[config.mk]
export PLATFORM = sky130hd
export DESIGN_NAME = fp_adder_rne
export DESIGN_NICKNAME = d
export VERILOG_FILES = /design/src/rtl/fpa_pkg.sv /design/src/rtl/fpa_unpack.sv /design/src/rtl/fpa_align.sv /design/src/rtl/fpa_norm_round.sv /design/src/rtl/fp_adder_rne.sv
export SDC_FILE = /design/constraint.sdc
export NUM_CORES = 1
export LEC_CHECK = 0
export BUFFER_PORTS_ARGS = -buffer_cell sky130_fd_sc_hd__buf_4
export CORE_MARGIN = 5
export CORE_UTILIZATION = 58
export DETAILED_ROUTE_END_ITERATION = 7
export GPL_TIMING_DRIVEN = 1
export PLACE_DENSITY_LB_ADDON = 0.08
export REMOVE_ABC_BUFFERS = 1
export SYNTH_ARGS = -nofsm -noshare
export SYNTH_HDL_FRONTEND = slang
export SYNTH_HIERARCHICAL = 1
export SYNTH_SLANG_ARGS = --single-unit
[constraint.sdc]
create_clock -name clk -period 0.8 [get_ports clk]
set_input_delay 0.04 -clock clk [delete_from_list [all_inputs] [get_ports clk]]
set_output_delay 0.04 -clock clk [all_outputs]
set_load 0.01 [all_outputs]
[src/rtl/fpa_pkg.sv]
package fpa_pkg;
   typedef enum logic [1:0] {
      FP_FINITE = 2'd0,
      FP_INF    = 2'd1,
      FP_NAN    = 2'd2
   } fp_class_e;
endpackage

[src/rtl/fpa_unpack.sv]
module fpa_unpack
   import fpa_pkg::*;
#(
   parameter int EXP_W  = 8,
   parameter int FRAC_W = 23,
   localparam int W     = 1 + EXP_W + FRAC_W
) (
   input  logic [W-1:0]      word_i,
   output logic              sign_o,
   output logic [EXP_W-1:0]  exp_o,
   output logic [FRAC_W:0]   sig_o,
   output fp_class_e         cls_o
);
   logic [EXP_W-1:0]  raw_exp;
   logic [FRAC_W-1:0] raw_frac;
   logic              exp_zero;

   assign sign_o   = word_i[W-1];
   assign raw_exp  = word_i[W-2:FRAC_W];
   assign raw_frac = word_i[FRAC_W-1:0];
   assign exp_zero = (raw_exp == '0);

   // subnormals behave as exponent 1 with no hidden bit
   assign exp_o = exp_zero ? EXP_W'(1) : raw_exp;
   assign sig_o = {~exp_zero, raw_frac};

   always_comb begin
      if (&raw_exp) cls_o = (raw_frac != '0) ? FP_NAN : FP_INF;
      else          cls_o = FP_FINITE;
   end
endmodule

[src/rtl/fpa_align.sv]
module fpa_align #(
   parameter int EXP_W  = 8,
   parameter int FRAC_W = 23,
   localparam int SIG_W = FRAC_W + 1,
   localparam int EXT_W = SIG_W + 3
) (
   input  logic              sign_a_i,
   input  logic [EXP_W-1:0]  exp_a_i,
   input  logic [SIG_W-1:0]  sig_a_i,
   input  logic              sign_b_i,
   input  logic [EXP_W-1:0]  exp_b_i,
   input  logic [SIG_W-1:0]  sig_b_i,
   output logic              sign_o,
   output logic              eff_sub_o,
   output logic [EXP_W-1:0]  exp_o,
   output logic [EXT_W-1:0]  big_o,
   output logic [EXT_W-1:0]  small_o
);
   logic              swap;
   logic [EXP_W-1:0]  small_exp;
   logic [SIG_W-1:0]  big_sig, small_sig;
   logic [EXP_W-1:0]  gap;
   logic [EXT_W-1:0]  small_raw, lost_mask;
   logic              sticky;

   // order by magnitude: exponent first, then significand
   assign swap      = {exp_b_i, sig_b_i} > {exp_a_i, sig_a_i};
   assign sign_o    = swap ? sign_b_i : sign_a_i;
   assign exp_o     = swap ? exp_b_i  : exp_a_i;
   assign small_exp = swap ? exp_a_i  : exp_b_i;
   assign big_sig   = swap ? sig_b_i  : sig_a_i;
   assign small_sig = swap ? sig_a_i  : sig_b_i;
   assign eff_sub_o = sign_a_i ^ sign_b_i;

   assign gap       = exp_o - small_exp;
   assign big_o     = {big_sig, 3'b000};
   assign small_raw = {small_sig, 3'b000};
   assign lost_mask = ~({EXT_W{1'b1}} << gap);
   assign sticky    = |(small_raw & lost_mask);
   assign small_o   = (small_raw >> gap) | EXT_W'(sticky);
endmodule

[src/rtl/fpa_norm_round.sv]
module fpa_norm_round #(
   parameter int EXP_W  = 8,
   parameter int FRAC_W = 23,
   localparam int SIG_W = FRAC_W + 1,
   localparam int EXT_W = SIG_W + 3,
   localparam int W     = 1 + EXP_W + FRAC_W
) (
   input  logic              sign_i,
   input  logic              eff_sub_i,
   input  logic [EXP_W-1:0]  exp_i,
   input  logic [EXT_W-1:0]  big_i,
   input  logic [EXT_W-1:0]  small_i,
   output logic [W-1:0]      word_o
);
   localparam int EW2      = EXP_W + 2;
   localparam int LZ_W     = $clog2(EXT_W + 1);
   localparam int RND_W    = SIG_W + 1;
   localparam int EXP_ONES = (1 << EXP_W) - 1;

   logic [EXT_W:0]    raw;
   logic [LZ_W-1:0]   lz;
   logic [EW2-1:0]    lim, sh, e1, e2;
   logic [EXT_W-1:0]  norm;
   logic [SIG_W-1:0]  keep;
   logic              up, hidden;
   logic [RND_W-1:0]  rnd;
   logic [FRAC_W-1:0] frac;

   always_comb begin
      raw = eff_sub_i ? ({1'b0, big_i} - {1'b0, small_i})
                      : ({1'b0, big_i} + {1'b0, small_i});
      // leading zeros below the carry position
      lz = LZ_W'(EXT_W);
      for (int i = 0; i < EXT_W; i++)
         if (raw[i]) lz = LZ_W'(EXT_W - 1 - i);
      lim = EW2'(exp_i) - EW2'(1);
      if (raw[EXT_W]) begin
         norm = {raw[EXT_W:2], |raw[1:0]};
         sh   = '0;
         e1   = EW2'(exp_i) + EW2'(1);
      end else begin
         sh   = (EW2'(lz) < lim) ? EW2'(lz) : lim;
         norm = raw[EXT_W-1:0] << sh;
         e1   = EW2'(exp_i) - sh;
      end
      keep   = norm[EXT_W-1:3];
      up     = norm[2] & (norm[1] | norm[0] | norm[3]);
      rnd    = {1'b0, keep} + RND_W'(up);
      hidden = rnd[SIG_W] | rnd[FRAC_W];
      e2     = e1 + EW2'(rnd[SIG_W]);
      frac   = rnd[SIG_W] ? '0 : rnd[FRAC_W-1:0];
      if (raw == '0)
         word_o = {sign_i & ~eff_sub_i, {(EXP_W + FRAC_W){1'b0}}};
      else if (e2 >= EW2'(EXP_ONES))
         word_o = {sign_i, {EXP_W{1'b1}}, {FRAC_W{1'b0}}};
      else
         word_o = {sign_i, hidden ? e2[EXP_W-1:0] : {EXP_W{1'b0}}, frac};
   end
endmodule

[src/rtl/fp_adder_rne.sv]
module fp_adder_rne
   import fpa_pkg::*;
#(
   parameter int EXP_W   = 8,
   parameter int FRAC_W  = 23,
   parameter int OUT_REG = 1,
   localparam int W      = 1 + EXP_W + FRAC_W
) (
   input  logic          clk,
   input  logic          rst_n,
   input  logic [W-1:0]  op_a,
   input  logic [W-1:0]  op_b,
   output logic [W-1:0]  sum
);
   localparam int SIG_W = FRAC_W + 1;
   localparam int EXT_W = SIG_W + 3;
   localparam logic [W-1:0] QNAN =
      {1'b0, {EXP_W{1'b1}}, 1'b1, {(FRAC_W - 1){1'b0}}};

   if (EXP_W < 3 || FRAC_W < 4) begin : g_bad_width
      $error("fp_adder_rne: EXP_W must be >= 3 and FRAC_W >= 4");
   end
   if (OUT_REG != 0 && OUT_REG != 1) begin : g_bad_reg
      $error("fp_adder_rne: OUT_REG must be 0 or 1");
   end

   logic [W-1:0]      opnd [2];
   logic              sgn  [2];
   logic [EXP_W-1:0]  ex   [2];
   logic [SIG_W-1:0]  sg   [2];
   fp_class_e         cl   [2];

   assign opnd[0] = op_a;
   assign opnd[1] = op_b;

   for (genvar gi = 0; gi < 2; gi++) begin : g_unp
      fpa_unpack #(.EXP_W(EXP_W), .FRAC_W(FRAC_W)) u_unp (
         .word_i (opnd[gi]),
         .sign_o (sgn[gi]),
         .exp_o  (ex[gi]),
         .sig_o  (sg[gi]),
         .cls_o  (cl[gi])
      );
   end

   logic              al_sign, al_sub;
   logic [EXP_W-1:0]  al_exp;
   logic [EXT_W-1:0]  al_big, al_small;
   logic [W-1:0]      arith, nxt;

   fpa_align #(.EXP_W(EXP_W), .FRAC_W(FRAC_W)) u_align (
      .sign_a_i (sgn[0]), .exp_a_i (ex[0]), .sig_a_i (sg[0]),
      .sign_b_i (sgn[1]), .exp_b_i (ex[1]), .sig_b_i (sg[1]),
      .sign_o   (al_sign), .eff_sub_o (al_sub), .exp_o (al_exp),
      .big_o    (al_big),  .small_o   (al_small)
   );

   fpa_norm_round #(.EXP_W(EXP_W), .FRAC_W(FRAC_W)) u_nr (
      .sign_i    (al_sign),
      .eff_sub_i (al_sub),
      .exp_i     (al_exp),
      .big_i     (al_big),
      .small_i   (al_small),
      .word_o    (arith)
   );

   always_comb begin
      if (cl[0] == FP_NAN || cl[1] == FP_NAN ||
          (cl[0] == FP_INF && cl[1] == FP_INF && sgn[0] != sgn[1]))
         nxt = QNAN;
      else if (cl[0] == FP_INF) nxt = op_a;
      else if (cl[1] == FP_INF) nxt = op_b;
      else                      nxt = arith;
   end

   if (OUT_REG == 1) begin : g_reg
      always_ff @(posedge clk or negedge rst_n) begin
         if (!rst_n) sum <= '0;
         else        sum <= nxt;
      end
   end else begin : g_comb
      assign sum = nxt;
   end
endmodule

==> metrics.yaml, run 1 <==
synth_edf_count: 0
async_flop_share_pct: 100
netlist_area_sq_um: 13900
grt_max_degree: 78
clock_path_buffers: 2
dp_hpwl_um: 54100
grtUsageTotal_pct: 78.0
synth_seq_cells: 32
io_buffer_count: 97
tool.error: "[ERROR GRT-0116] Global routing finished with congestion. Check the congestion regions in the DRC Viewer."
status: "stopped before the end"
cts_buffers: 5
io_pins: 98
syn_inst: 1954
grt_first_pass_wirelength_um: 163000
yosys_warnings: 6
ys.flop_type: "dfrtp_1"
synth_seq_area_share_pct: 5.76
start_util_pct: 59.1
synth_cell_type_count: 132
grt_pass1_vias: 26400
avgSynthCellArea_sq_um: 7.12
cts-root-buf: "clkbuf_16"
clock_sinks: 32
num_rows: 56
overflow: 177
fp.dieW_um: 165
place.gp.congestion: 1.19
die_h_um: 165
htreeDepth: 2
flow.stopped_at: "5_1_grt"
dpl_cell_area_sq_um: 19600
dp_cells: 2923
-- stage by stage --
| stage | setup TNS, ns | setup slack (ns) | utilization (%) |
|---|---|---|---|
| after CTS | -393.14 | -12.50 | 90.9 |
| after detailed placement | -437.42 | -13.92 | 83.4 |
| after global placement | -419.88 | -13.34 | 83.4 |
| after floorplan | -529.81 | -16.97 | - |
-- cells in the mapped netlist, types with 15 or more instances --
cell / count / share of area, %
nand2_1: 217 / 5.9
nor2_1: 185 / 5.0
a21oi_1: 126 / 4.5
o21ai_0: 112 / 4.0
mux2i_1: 77 / 5.5
ha_1: 76 / 6.8
buf_4: 64 / 3.5
clkbuf_1: 63 / 1.7
nand3_1: 60 / 2.2
inv_1: 59 / 1.6
nor3_1: 56 / 2.0
xnor2_1: 56 / 3.5
nand4_1: 48 / 2.2
buf_2: 36 / 1.3
dfrtp_1: 32 / 5.8
a211oi_1: 31 / 1.7
a211oi_2: 31 / 2.8
xor2_1: 29 / 1.8
a21o_1: 28 / 1.5
a31oi_1: 27 / 1.2
o211ai_1: 26 / 1.4
nand2b_1: 24 / 1.1
nor4_1: 24 / 1.1
and2_1: 21 / 0.94
mux4_2: 21 / 3.4
o22ai_1: 20 / 0.90
and3_1: 19 / 0.85
nor2b_1: 17 / 0.76
o2111ai_1: 16 / 1.0
o21a_1: 16 / 0.86
or3_1: 16 / 0.72
buf_6: 15 / 1.2
-- cell families after synthesis --
family                     share of synthesized area [%]
xor gates and xnor gates                            5.47
buffers and inverters                               9.74
and+or+nand+nor                                     27.5
adders and majority gates                           7.13
AOI/OAI and AO/OA                                   34.4
other                                             0.0270
muxes                                               9.96
DFF                                                 5.76
-- per-layer routing --
layer	global-route usage, %	GRT overflow
met5	42.0	0
met4	79.8	75
met3	68.4	6
met2	92.0	94
met1	74.5	2
-- what timing repair did --
action	4_1_cts
gates cloned	3
setup endpoints to repair	64
gates resized for setup	235
setup buffers	72
hold buffers	1
hold endpoints to repair	32
pin swaps	111
==> run 2: changes to the inputs <==
CORE_UTILIZATION = 40   (was 58)
PLACE_DENSITY_LB_ADDON = 0.15   (was 0.08)
clock period = 1 ns   (was 0.8 ns; I/O delays follow)
==> metrics.yaml, run 2 <==
netlist_area_sq_um: 13900
period_minus_slack_ns: 13.71
synth_top_area_share_pct: 6.84
io_buffer_count: 97
largest_register: "sum"
vias_per_cell: 6.07
grt_pass1_vias: 18700
power.internal_mw: 33.9
largest_register_ffs: 32
seqPwrFrac_pct: 3.6
synth_edf_count: 0
violations: "DRC, setup timing"
overflow: 0
final_common_cell: "buf_4"
end_kind: "flip-flop"
cts_buffers: 5
synth_seq_cells: 32
ant_nets: 0
io_pins: 98
fin_cells: 3220
reg.largest.list: "sum x32"
cts_tree: "built"
min-delay-path-class: "primary input to flip-flop"
dr.pass1.iters: 8
ir_drop_mv: 2.59
critPathKind: "primary input to flip-flop"
htreeDepth: 2
dpl_cell_area_sq_um: 20200
synth_cell_type_count: 132
fin_ws_ns: -12.71
wl_um: 75200
antenna_found_initial: 0
cpMostUsedCell: "buf_4"
design_area_sq_um: 22700
num_rows: 68
crit_family: "compound AO/OA/AOI/OAI gates"
syn_to_final_growth_pct: 63.5
status: "complete, but fails checks"
slowest_delay_ns: 0.58
antenna-diode-count: 0
clock_path_buffers: 2
synth_most_common_cell: "nand2_1"
power_density_nw_per_um2: 2960
p_total_mw: 67.2
fmax_ghz: 0.0729
dp_hpwl_um: 60200
leakage_nw: 10.1
path_max_fanout: 6
crit_slowest_cell: "or4_4"
comb_power_share_pct: 93.7
rsz0062_at_grt: "true"
wire_per_inst_um: 23.4
p_switching_mw: 33.4
yosys_warnings: 6
clock_sinks: 32
finalSetupViolations: 32
crit_arrival_ns: 13.88
cap_violations: 0
drt_first_iter_violations: 1998
cp-start-kind: "primary input"
tightest_slew_ns: 0.637
drive_gt1_share_pct: 49.5
num-nets-final: 2908
ys.flop_type: "dfrtp_1"
final_util_pct: 66.0
synth_seq_area_share_pct: 5.76
route.detailed.drc: 1
fp.dieW_um: 196
avgSynthCellArea_sq_um: 7.12
die_area_sq_um: 38600
synth_largest_area_cell: "ha_1"
fin_crit_sh_pct: 1370
async_flop_share_pct: 100
grtUsageTotal_pct: 36.2
path_buf_inv: 16
slew_violations: 0
switching_share_pct: 49.6
place_ws_ns: -13.62
tns_ns: -397.70
die_h_um: 196
clk_pin_slew_ns: 0.06
clkPwrFrac_pct: 2.7
hold_viol: 0
core_sq_um: 34500
vias: 19500
grt_max_degree: 78
synthTopCellsByArea: "ha_1 (6.8%), nand2_1 (5.9%), dfrtp_1 (5.8%), mux2i_1 (5.5%), nor2_1 (5.0%)"
start_util_pct: 40.4
cts-root-buf: "clkbuf_16"
worstPathRequired_ns: 1.17
hold_ws_ns: 0.149
syn_inst: 1954
place.gp.congestion: 1.04
max-slew-margin-rel_pct: 57.5
dp_cells: 3114
grt_first_pass_wirelength_um: 111000
layout_common_cells: "buf_4 (949), nand2_1 (211), nor2_1 (154)"
synth_common_cells: "nand2_1 (217), nor2_1 (185), a21oi_1 (126)"
run 2: cell counts after synthesis:
No cell type changed its count.
run 2: layer usage:
layer	vias to the layer above	global-route usage, %	part of all wire (%)
met5	-	0	0
met4	0	17.3	6.7
met3	298	4.94	8.6
met1	9260	47.2	40
met2	1035	59.2	45
li1	8944	-	-
run 2: cell families after synthesis:
| logic type | synth area share [%] |
|---|---|
| AOI/OAI and AO/OA | 34.4 |
| xor gates and xnor gates | 5.47 |
| adders and majority gates | 7.13 |
| buffers and inverters | 9.74 |
| DFF | 5.76 |
| muxes | 9.96 |
| other | 0.0270 |
| and+or+nand+nor | 27.5 |
run 2: cell type report:
| type | instances | area, sq um |
|---|---|---|
| Multi-Input combinational cell | 1670 | 13300 |
| Fill cell | 3022 | 11700 |
| Timing Repair Buffer | 990 | 7690 |
| Sequential cell | 32 | 801 |
| Tap cell | 455 | 569 |
| Inverter | 65 | 249 |
| Clock buffer | 5 | 125 |
| Clock inverter | 3 | 42.5 |
run 2: worst paths after layout:
path	startpoint	end	cells after the start
max	op_a[25]	sum[8]$_DFF_PN0_	75
min	op_a[23]	sum[23]$_DFF_PN0_	4
max in group asynchronous	rst_n	sum[0]$_DFF_PN0_	2
min in group asynchronous	rst_n	sum[22]$_DFF_PN0_	2
run 2: power groups by stage:
stage                     Sequential, mW  Combinational (mW)  Clock (mW)
after CTS                           2.40                57.0        1.82
after global routing                2.44                66.1        1.86
after detailed placement            2.42                52.5           0
after floorplan                     2.54                24.4           0
after global placement              2.44                52.2           0
final                               2.43                63.0        1.82
run 2: timing repair:
action,in CTS,in global routing
gates resized for setup,168,158
hold buffers,1,0
setup buffers,62,45
hold endpoints to repair,32,0
cloned,3,2
pin swaps,101,122
setup endpoints to repair,32,32
Power figures use the tool's default switching activity.
